File: config.mk
export PLATFORM = sky130hd
export DESIGN_NAME = dct8_serial_stage
export DESIGN_NICKNAME = d
export VERILOG_FILES = /design/src/rtl/dct8_pkg.sv /design/src/rtl/dct8_level_shift.sv /design/src/rtl/dct8_mac_lane.sv /design/src/rtl/dct8_round_sat.sv /design/src/rtl/dct8_out_buf.sv /design/src/rtl/dct8_serial_stage.sv
export SDC_FILE = /design/constraint.sdc
export NUM_CORES = 2
export LEC_CHECK = 0
export BUFFER_PORTS_ARGS = -buffer_cell sky130_fd_sc_hd__buf_2
export CORE_AREA = 2 2 391 199
export CTS_CLUSTER_DIAMETER = 100
export DETAILED_ROUTE_END_ITERATION = 8
export DIE_AREA = 0 0 393 201
export HOLD_SLACK_MARGIN = 0.1
export PLACE_DENSITY = 0.87
export SLEW_MARGIN = 20
export SYNTH_ARGS = -nofsm -noshare
export SYNTH_HDL_FRONTEND = slang
export SYNTH_SLANG_ARGS = --single-unit
export TNS_END_PERCENT = 20
File: constraint.sdc
create_clock -name clk -period 15.9 [get_ports clk]
set_clock_uncertainty 0.05 [all_clocks]
set_input_delay 3.18 -clock clk [delete_from_list [all_inputs] [get_ports clk]]
set_output_delay 3.18 -clock clk [all_outputs]
set_load 0.005 [all_outputs]
File: src/rtl/dct8_pkg.sv
package dct8_pkg;
  localparam int COEF_W    = 12;
  localparam int COEF_FRAC = 11;
  localparam int NPTS      = 8;

  // 0.5*C(u)*cos((2n+1)u*pi/16) in Q1.11, folded from one quarter wave
  function automatic int dct8_coef(int u, int n);
    int m;
    int mag;
    bit neg;
    if (u == 0) return 724;
    m = ((2 * n + 1) * u) % 32;
    if (m > 16) m = 32 - m;
    neg = 1'b0;
    if (m > 8) begin
      m   = 16 - m;
      neg = 1'b1;
    end
    case (m)
      0: mag = 1024;
      1: mag = 1004;
      2: mag = 946;
      3: mag = 851;
      4: mag = 724;
      5: mag = 569;
      6: mag = 392;
      7: mag = 200;
      default: mag = 0;
    endcase
    return neg ? -mag : mag;
  endfunction
endpackage

File: src/rtl/dct8_level_shift.sv
module dct8_level_shift #(
  parameter int IN_W      = 8,
  parameter bit SIGNED_IN = 1'b0
) (
  input  logic [IN_W-1:0]        code_i,
  output logic signed [IN_W-1:0] val_o
);
  generate
    if (SIGNED_IN) begin : g_signed
      assign val_o = $signed(code_i);
    end else begin : g_unsigned
      // subtracting half range equals inverting the top bit
      assign val_o = $signed({~code_i[IN_W-1], code_i[IN_W-2:0]});
    end
  endgenerate
endmodule

File: src/rtl/dct8_mac_lane.sv
module dct8_mac_lane
  import dct8_pkg::*;
#(
  parameter int IN_W  = 8,
  parameter int FREQ  = 0,
  parameter int ACC_W = IN_W + COEF_W + 3
) (
  input  logic                    clk,
  input  logic                    rst_n,
  input  logic                    en_i,
  input  logic                    restart_i,
  input  logic [2:0]              pos_i,
  input  logic signed [IN_W-1:0]  x_i,
  output logic signed [ACC_W-1:0] sum_o
);
  localparam int PROD_W = IN_W + COEF_W;

  logic signed [COEF_W-1:0] coef;
  logic signed [PROD_W-1:0] prod;
  logic signed [ACC_W-1:0]  acc;

  always_comb coef = COEF_W'(dct8_coef(FREQ, int'(pos_i)));
  assign prod  = x_i * coef;
  assign sum_o = (restart_i ? '0 : acc) + {{(ACC_W-PROD_W){prod[PROD_W-1]}}, prod};

  always_ff @(posedge clk) begin
    if (!rst_n)    acc <= '0;
    else if (en_i) acc <= sum_o;
  end
endmodule

File: src/rtl/dct8_round_sat.sv
module dct8_round_sat #(
  parameter int IN_W  = 23,
  parameter int OUT_W = 16,
  parameter int SHIFT = 11
) (
  input  logic signed [IN_W-1:0] d_i,
  output logic [OUT_W-1:0]       q_o
);
  localparam int W = IN_W + 1;

  logic signed [W-1:0] ext, q, maxv, minv;

  assign ext  = {d_i[IN_W-1], d_i};
  assign maxv = {{(W-OUT_W+1){1'b0}}, {(OUT_W-1){1'b1}}};
  assign minv = {{(W-OUT_W+1){1'b1}}, {(OUT_W-1){1'b0}}};

  generate
    if (SHIFT > 0) begin : g_round
      logic signed [W-1:0] half;
      assign half = {{(W-1){1'b0}}, 1'b1} <<< (SHIFT - 1);
      assign q    = (ext + half) >>> SHIFT;
    end else begin : g_pass
      assign q = ext;
    end
  endgenerate

  always_comb begin
    if (q > maxv)      q_o = maxv[OUT_W-1:0];
    else if (q < minv) q_o = minv[OUT_W-1:0];
    else               q_o = q[OUT_W-1:0];
  end
endmodule

File: src/rtl/dct8_out_buf.sv
module dct8_out_buf #(
  parameter int N     = 8,
  parameter int OUT_W = 16,
  parameter int CNT_W = $clog2(N + 1)
) (
  input  logic                     clk,
  input  logic                     rst_n,
  input  logic                     load_i,
  input  logic [N-1:0][OUT_W-1:0]  load_data_i,
  input  logic                     pop_i,
  output logic                     valid_o,
  output logic [OUT_W-1:0]         data_o,
  output logic [CNT_W-1:0]         cnt_o
);
  logic [N-1:0][OUT_W-1:0] hold;
  logic [CNT_W-1:0]        cnt;

  always_ff @(posedge clk) begin
    if (!rst_n) begin
      cnt  <= '0;
      hold <= '0;
    end else if (load_i) begin
      cnt  <= CNT_W'(N);
      hold <= load_data_i;
    end else if (pop_i) begin
      cnt <= cnt - 1'b1;
      for (int i = 0; i < N - 1; i++) hold[i] <= hold[i+1];
      hold[N-1] <= '0;
    end
  end

  assign valid_o = (cnt != '0);
  assign data_o  = hold[0];
  assign cnt_o   = cnt;
endmodule

File: src/rtl/dct8_serial_stage.sv
module dct8_serial_stage
  import dct8_pkg::*;
#(
  parameter int IN_W      = 8,
  parameter int OUT_W     = 16,
  parameter int OUT_FRAC  = 0,
  parameter bit SIGNED_IN = 1'b0
) (
  input  logic             clk,
  input  logic             rst_n,
  input  logic             in_valid,
  output logic             in_ready,
  input  logic             in_first,
  input  logic [IN_W-1:0]  in_sample,
  output logic             out_valid,
  input  logic             out_ready,
  output logic [OUT_W-1:0] out_data
);
  localparam int POS_W = $clog2(NPTS);
  localparam int ACC_W = IN_W + COEF_W + POS_W;
  localparam int SHIFT = COEF_FRAC - OUT_FRAC;
  localparam int CNT_W = $clog2(NPTS + 1);

  logic [POS_W-1:0]           pos, eff_pos;
  logic                       fire, restart, done, pop;
  logic signed [IN_W-1:0]     x;
  logic [CNT_W-1:0]           cnt;
  logic [NPTS-1:0][OUT_W-1:0] rounded;

  assign fire    = in_valid && in_ready;
  assign eff_pos = in_first ? '0 : pos;
  assign restart = (eff_pos == '0);
  assign done    = fire && (eff_pos == POS_W'(NPTS - 1));
  assign pop     = out_valid && out_ready;
  // only a completing sample needs room in the holding shifter
  assign in_ready = (pos != POS_W'(NPTS - 1)) || (cnt == '0) ||
                    ((cnt == CNT_W'(1)) && out_ready);

  always_ff @(posedge clk) begin
    if (!rst_n)    pos <= '0;
    else if (fire) pos <= eff_pos + 1'b1;
  end

  dct8_level_shift #(.IN_W(IN_W), .SIGNED_IN(SIGNED_IN)) u_shift (
    .code_i (in_sample),
    .val_o  (x)
  );

  for (genvar u = 0; u < NPTS; u++) begin : g_lane
    logic signed [ACC_W-1:0] sum;

    dct8_mac_lane #(.IN_W(IN_W), .FREQ(u), .ACC_W(ACC_W)) u_mac (
      .clk       (clk),
      .rst_n     (rst_n),
      .en_i      (fire),
      .restart_i (restart),
      .pos_i     (eff_pos),
      .x_i       (x),
      .sum_o     (sum)
    );

    dct8_round_sat #(.IN_W(ACC_W), .OUT_W(OUT_W), .SHIFT(SHIFT)) u_rs (
      .d_i (sum),
      .q_o (rounded[u])
    );
  end

  dct8_out_buf #(.N(NPTS), .OUT_W(OUT_W), .CNT_W(CNT_W)) u_obuf (
    .clk         (clk),
    .rst_n       (rst_n),
    .load_i      (done),
    .load_data_i (rounded),
    .pop_i       (pop),
    .valid_o     (out_valid),
    .data_o      (out_data),
    .cnt_o       (cnt)
  );
endmodule

# == Word-level counts from Yosys, hierarchy flattened ==
# Memory sizes are Yosys's and may differ from the RTL's.
# Index checks and enable logic that the tools add are counted.
# totals
memories,7
regBits,319
inputBits,13
wordCells,209
out_inout_bits,18
mem_bits_ro,616
# memory_table
memory,words,word_bits,rd,rd_clocked_by_memory_dff,write_ports,line_no,text
(name not given),8,11,1,0,0,dct8_pkg.sv:19,case (m)
(name not given),8,11,1,0,0,dct8_pkg.sv:19,
(name not given),8,11,1,0,0,dct8_pkg.sv:19,
(name not given),8,11,1,0,0,dct8_pkg.sv:19,
(name not given),8,11,1,0,0,dct8_pkg.sv:19,
(name not given),8,11,1,0,0,dct8_pkg.sv:19,
1 more memories,-,-,-,-,-,-,
# classes
n_reduce_logical,25
n_eq_ne,3
add_sub_neg,40
mul,12
bitwise_logic,9
magnitude_cmp,30
mux,64
# op_table
cell,n
two-way mux 32 bit,14
two-way mux 128 bit,2
two-way mux 16 bit,16
"> comparator 32 x 5 -> 1 bit, second input constant",7
"subtractor 6 x 32 -> 32 bit, first input constant",7
logical NOT 29 bit,7
"adder 23 x 12 -> 24 bit, second input constant",8
adder 23 bit,8
two-way mux 23 bit,8
two-way mux 12 bit,14
multiplier 8 x 12 -> 20 bit,7
"> comparator 13 x 16 -> 1 bit, second input constant",8
"less-than comparator 13 x 16 -> 1 bit, second input constant",8
negator 12 bit,7
"multiplier 32 x 4 -> 32 bit, second input constant",2
"subtractor 7 x 6 -> 8 bit, first input constant",7
"> comparator 6 bit, second input constant",7
"multiplier 32 x 3 -> 31 bit, second input constant",1
"multiplier 32 x 3 -> 32 bit, second input constant",1
OR reduction 5 bit,4
"multiplier 8 x 9 -> 17 bit, second input constant",1
two-way mux 4 bit,2
OR reduction 4 bit,2
two-way mux 1 bit,7
other kinds (18),28

# == Longest topological paths before layout ==
# depth
word_depth,20
ltp_mapped,42
mapped_depth_nobuf,40

# == Modules after synthesis ==
# A second synthesis with hierarchy kept.
# hier_totals
cells_unflattened,5810
hier_area_um2,49880.3
# by_module_without_submodules
module,cells_each,instances,seq_area_each_um2,area_per_inst_um2
dct8_out_buf,719,1,2642.5,6341.1
dct8_mac_lane at g_lane[7].u_mac,681,1,460.4,5843.1
dct8_mac_lane at g_lane[3].u_mac,674,1,460.4,5780.5
dct8_mac_lane at g_lane[5].u_mac,660,1,460.4,5718.0
dct8_mac_lane at g_lane[1].u_mac,659,1,460.4,5654.2
dct8_mac_lane at g_lane[6].u_mac,607,1,460.4,5161.2
dct8_mac_lane at g_lane[2].u_mac,584,1,460.4,5072.4
dct8_mac_lane at g_lane[4].u_mac,531,1,460.4,4478.0
dct8_mac_lane at g_lane[0].u_mac,385,1,460.4,3269.4
dct8_round_sat,34,8,0.0,281.5
dct8_serial_stage,30,1,60.1,254.0
dct8_level_shift,8,1,0.0,56.3

# == Worst setup path before layout ==
# Ideal clock, no wire load.
# synth_path
kind,input port to flip-flop
startpoint,in in_first
endpoint,reg u_obuf.hold[123] (netlist name)
setup_ns,0.117
arrival_ns,12.154
setup_slack_ns,3.579
t_required_ns,15.733
stages,40
n_path_buf,3
cell_sequence,inv_1 > nand2_1 > clkbuf_1 > ha_1 > inv_1 > clkbuf_1 > ha_1 > xnor2_1 > nor2_1 > a21oi_1 > o221ai_1 > and2_1 > fa_1 > inv_1 > fa_1 > inv_1 > fa_1 > inv_1 > [... 4 more ...] > o21bai_1 > a21oi_1 > o21bai_1 > a211oi_1 > o21bai_1 > xor2_1 > ha_1 > clkbuf_1 > a21oi_1 > o21ai_0 > nor3_1 > a32o_1 > nor3_1 > nand3_1 > nor4_1 > nand3_1 > xnor2_1 > a22o_1
# synth_via
elab_chain_len,20
word_cells_on_any_way,30
cone_classes,add/sub: 6; mul: 2; order compare: 4; eq/ne: 1; mux: 10; bitwise: 1; reduce/logical: 5; memory: 1
# synth_lines
item,line_no,text
from (decl),dct8_serial_stage.sv:13,"input logic in_first,"
two-way mux 3 bit (*),dct8_serial_stage.sv:31,assign eff_pos = in_first ? '0 : pos;
adder 4 x 1 -> 5 bit,dct8_pkg.sv:12,m = ((2 * n + 1) * u) % 32;
multiplier 32 x 4 -> 32 bit,dct8_pkg.sv:12,
OR reduction 5 bit (no line),-,
AND 1 bit (no line),-,
subtractor 7 x 6 -> 8 bit or > comparator 6 bit (tied branches),dct8_pkg.sv:13,if (m > 16) m = 32 - m;
two-way mux 32 bit,dct8_pkg.sv:13,
> comparator 32 x 5 -> 1 bit or subtractor 6 x 32 -> 32 bit (tied branches),"dct8_pkg.sv:15, dct8_pkg.sv:16",
[... 4 more ...],-,
two-way mux 12 bit,dct8_pkg.sv:30,return neg ? -mag : mag;
multiplier 8 x 12 -> 20 bit,dct8_mac_lane.sv:23,assign prod = x_i * coef;
adder 23 bit,dct8_mac_lane.sv:24,"assign sum_o = (restart_i ? '0 : acc) + {{(ACC_W-PROD_W){prod[PROD_W-1]}}, prod};"
adder 23 x 12 -> 24 bit,dct8_round_sat.sv:21,assign q = (ext + half) >>> SHIFT;
less-than comparator 13 x 16 -> 1 bit,dct8_round_sat.sv:29,else if (q < minv) q_o = minv[OUT_W-1:0];
two-way mux 16 bit,dct8_round_sat.sv:29,
two-way mux 16 bit,dct8_round_sat.sv:28,if (q > maxv) q_o = maxv[OUT_W-1:0];
two-way mux 128 bit,dct8_out_buf.sv:22,end else if (load_i) begin
to (signal assigned),dct8_out_buf.sv:24,hold <= load_data_i;
to (decl),dct8_out_buf.sv:15,logic [N-1:0][OUT_W-1:0] hold;
# Every way passes the cells marked *; elsewhere a longest branch is shown, timed or not.
# A chain may end at the register's enable or synchronous reset.

# == Final worst setup path ==
# Same ends and word-level chain as after synthesis.

==> impl_metrics.csv <==
group,metric,value,unit
timing,drv_slew,0,
pwr,comb_power_share,84.1,%
floorplan,die_x,393,um
worst_setup_path,path_class,"input port to flip-flop",
worst_setup_path,cp_common_cell,"inv_1",
clock_tree,root_buffer,"clkbuf_16",
grt,gr-total-overflow,0,
worst_setup_path,crit_path_end_kind,"flip-flop",
worst_setup_path,ff2ff_path_depth,36,
synth,synth_fa_ha_area_share,36.5,%
worst_setup_path,slowest_stage,"ha_1",
finish,final_common_cell,"inv_1",
worst_setup_path,worstPathRequired,16390,ps
routing,vias,39700,
synth,synth_compound_area_share,15.3,%
synth,postSynthCellCount,5525,
floorplan,die_y,201,um
synth,synth-edff-count,0,
synth,ys_ff_latch,297,
routing,remaining_drc_errors,0,
placed_design,portBuffers,30,
placed_design,dpl.cell_count,6389,
routing,first_iter_violations,5170,
timing,tightestPinTransition,1200,ps
finish,finalNonFillerCells,6441,
finish,drive_gt1_share,3.53,%
floorplan,io_pins,31,
placed_design,gp_congestion,1.01,
floorplan,start_util,59.2,%
worst_setup_path,cp_max_fo,20,
pwr,power_frac_seq,8.6,%
routing,wl,134000,um
clock_tree,cts_tree,"done",
clock_tree,cts_buffer_depth,3,
synth,synth_area,45000,um2
floorplan,coreArea,76100,um2
finish,area_delta_synth_final,4.15,%
worst_setup_path,cp.arrival,14150,ps
grt,grt_pass1_wl,212000,um
pwr,power.internal,4820,uW
finish,layout_common_cells,"inv_1 (733), nand2_1 (675), fa_1 (525), ha_1 (475), nor2_1 (441)",
hold_path,hold_class,"flip-flop to flip-flop",
synth,synth-xor-area-share,7.45,%
pwr,power_density,236,nW/um2
synth,synthArstFlopShare,0,%
grt,grt_usage,33.8,%
pwr,switching_power,6250,uW
pwr,clkPwrFrac,7.3,%
grt,grt_max_degree,144,
clock_tree,insertion_delay,640,ps
timing,maxSlewHeadroom,19.2,%
clock_tree,cts_resized,0,
pwr,cellLeakagePower,0.0225,uW
worst_setup_path,critPathMaxStageDelay,830,ps
placed_design,preCtsSetupSlack,2000,ps
run,drv_cap,0,
timing,fin_ws,2250,ps
clock_tree,postCtsHoldBufs,0,
synth,ys_types,105,
synth,synth_ff_type,"dfxtp_1",
timing,rsz0062_at_grt,"no",
routing,wl_per_cell,20.9,um
timing,min_period_over_period,85.9,%
routing,via_per_inst,6.16,
timing,setup_tns,0,ps
routing,drt_pass1_iterations,9,
clock_tree,cts.sinks,297,
timing,setup_violations,0,
synth,yosysSeqAreaShare,13.2,%
clock_tree,cts_max_level,1,
clock_tree,postCtsSetupRepairBufs,0,
grt,grt_pass1_vias,37800,
pwr,irDropWorstVdd,0.000275,V
finish,finish.net_count,6397,
clock_tree,cts_buffers,29,
hold_path,hold_depth,2,
synth,syn_area_per_cell,8.15,um2
synth,synthMuxAreaShare,0.472,%
finish,diodes,0,
synth,synth-simple-area-share,18.7,%
floorplan,rows,72,
pwr,netSwitchingFraction,56.5,%
timing,hold_violations,0,
grt,antenna_found_initial,2,
timing,max_clock_freq,0.0732,GHz
timing,fin_crit,13650,ps
floorplan,die_area,79000,um2
placed_design,dpl.hpwl,105000,um
synth,yosys_warnings,0,
worst_setup_path,critPathLaunchType,"input port",
outcome,status,"complete, no violations",
clock_tree,path_clk_slew,80,ps
synth,synth_top_family_by_area,"adder cells",
routing,drtAntennaViolNets,0,
## per-layer routing
metal  vias up  share of wire (%)  routed length, um  global-route usage (%)
li1      17900                  -                  -                       -
met1     19000                 43              57400                    50.3
met2      2502                 38              51000                    44.3
met3       300                 17              22700                    15.4
met4         0                2.4               3250                    6.88
met5         -                  0                  0                       0
## cells by family (layout without fill, tap and decap cells)
kind of cell,count (synthesis),count (layout)
muxes,21,21
xor gates and xnor gates,375,375
adders and majority gates,1000,1000
buffers and inverters,984,859
AOI/OAI and AO/OA,1045,1045
DFF,297,297
and+or+nand+nor,1801,1801
other,2,7
## cell usage after synthesis (11+ instances only)
master / count / area, um2
and2_1: 258 / 1610
xor2_1: 114 / 998
fa_1: 525 / 10500
nor2b_1: 34 / 213
nand2b_1: 47 / 294
o21ai_0: 138 / 691
nand3_1: 81 / 405
and3_1: 37 / 231
o211ai_1: 21 / 158
ha_1: 475 / 5940
inv_1: 734 / 2760
or3_1: 18 / 113
o21bai_1: 47 / 353
clkbuf_1: 217 / 815
dfxtp_1: 297 / 5950
a21o_1: 78 / 586
buf_4: 17 / 128
nor4_1: 15 / 93.8
a21oi_1: 354 / 1770
o21a_1: 38 / 285
mux2i_1: 19 / 190
a211o_1: 22 / 193
or2_2: 18 / 113
a211oi_1: 98 / 736
a311oi_1: 61 / 534
nand4_1: 28 / 175
nor2_1: 441 / 1660
o31ai_1: 11 / 82.6
o21ai_1: 22 / 110
nor3_1: 95 / 475
xnor2_1: 256 / 2240
nand2_1: 679 / 2550
a31oi_1: 23 / 144
## worst paths after layout
| check | from | end | slack, ps |
|---|---|---|---|
| min reg2reg | g_lane[3].u_mac.acc[7]$_SDFFE_PN0P_ | g_lane[3].u_mac.acc[7]$_SDFFE_PN0P_ | 400 |
| max | in_first | u_obuf.hold[123]$_SDFFE_PN0P_ | 2250 |
| min | g_lane[3].u_mac.acc[7]$_SDFFE_PN0P_ | g_lane[3].u_mac.acc[7]$_SDFFE_PN0P_ | 400 |
| max reg2reg | pos[1]$_SDFFE_PN0P_ | u_obuf.hold[123]$_SDFFE_PN0P_ | 4430 |
## stage by stage
stage	hold slack [ps]	power [uW]	utilization, %	instance area [um2]
after detailed placement	390	9880	60.3	45900
after global routing	409	12000	61.6	46900
final	397	11100	61.6	46900
after CTS	401	10800	61.6	46900
after global placement	384	9630	60.3	45900
after floorplan	377	7780	-	45100
## area by class of cell
cell class              instances  area, um2
flip-flops and latches        297       5950
fillers                      6331      29200
well taps                    1036       1300
clock buffers                  31        743
inverters                     738       2780
multi-input cells            4249      35400
clock inverters                21        308
repair buffers                 69        455
## flip-flops by register name, summed over array words and instances, names as in the netlist
register / count
g_lane.u_mac.acc: 178
u_obuf.cnt_o: 4
u_obuf.data_o: 14
pos: 3
u_obuf.hold: 98
## power groups by stage
stage	combinational (uW)	sequential [uW]	clock (uW)
2_1_floorplan	6830	948	0
3_3_place_gp	8670	960	0
3_5_place_dp	8920	966	0
4_1_cts	9010	952	803
5_1_grt	10100	970	834
6_report	9310	954	805
## worst max-delay path, delay by kind of cell
kind	cells	cell delay, ps
buffers and inverters	7	800
AOI/OAI and AO/OA	12	2840
xor gates and xnor gates	3	1030
and+or+nand+nor	8	2180
adders and majority gates	8	4120
No activity file was read; power rests on OpenSTA's default activity.
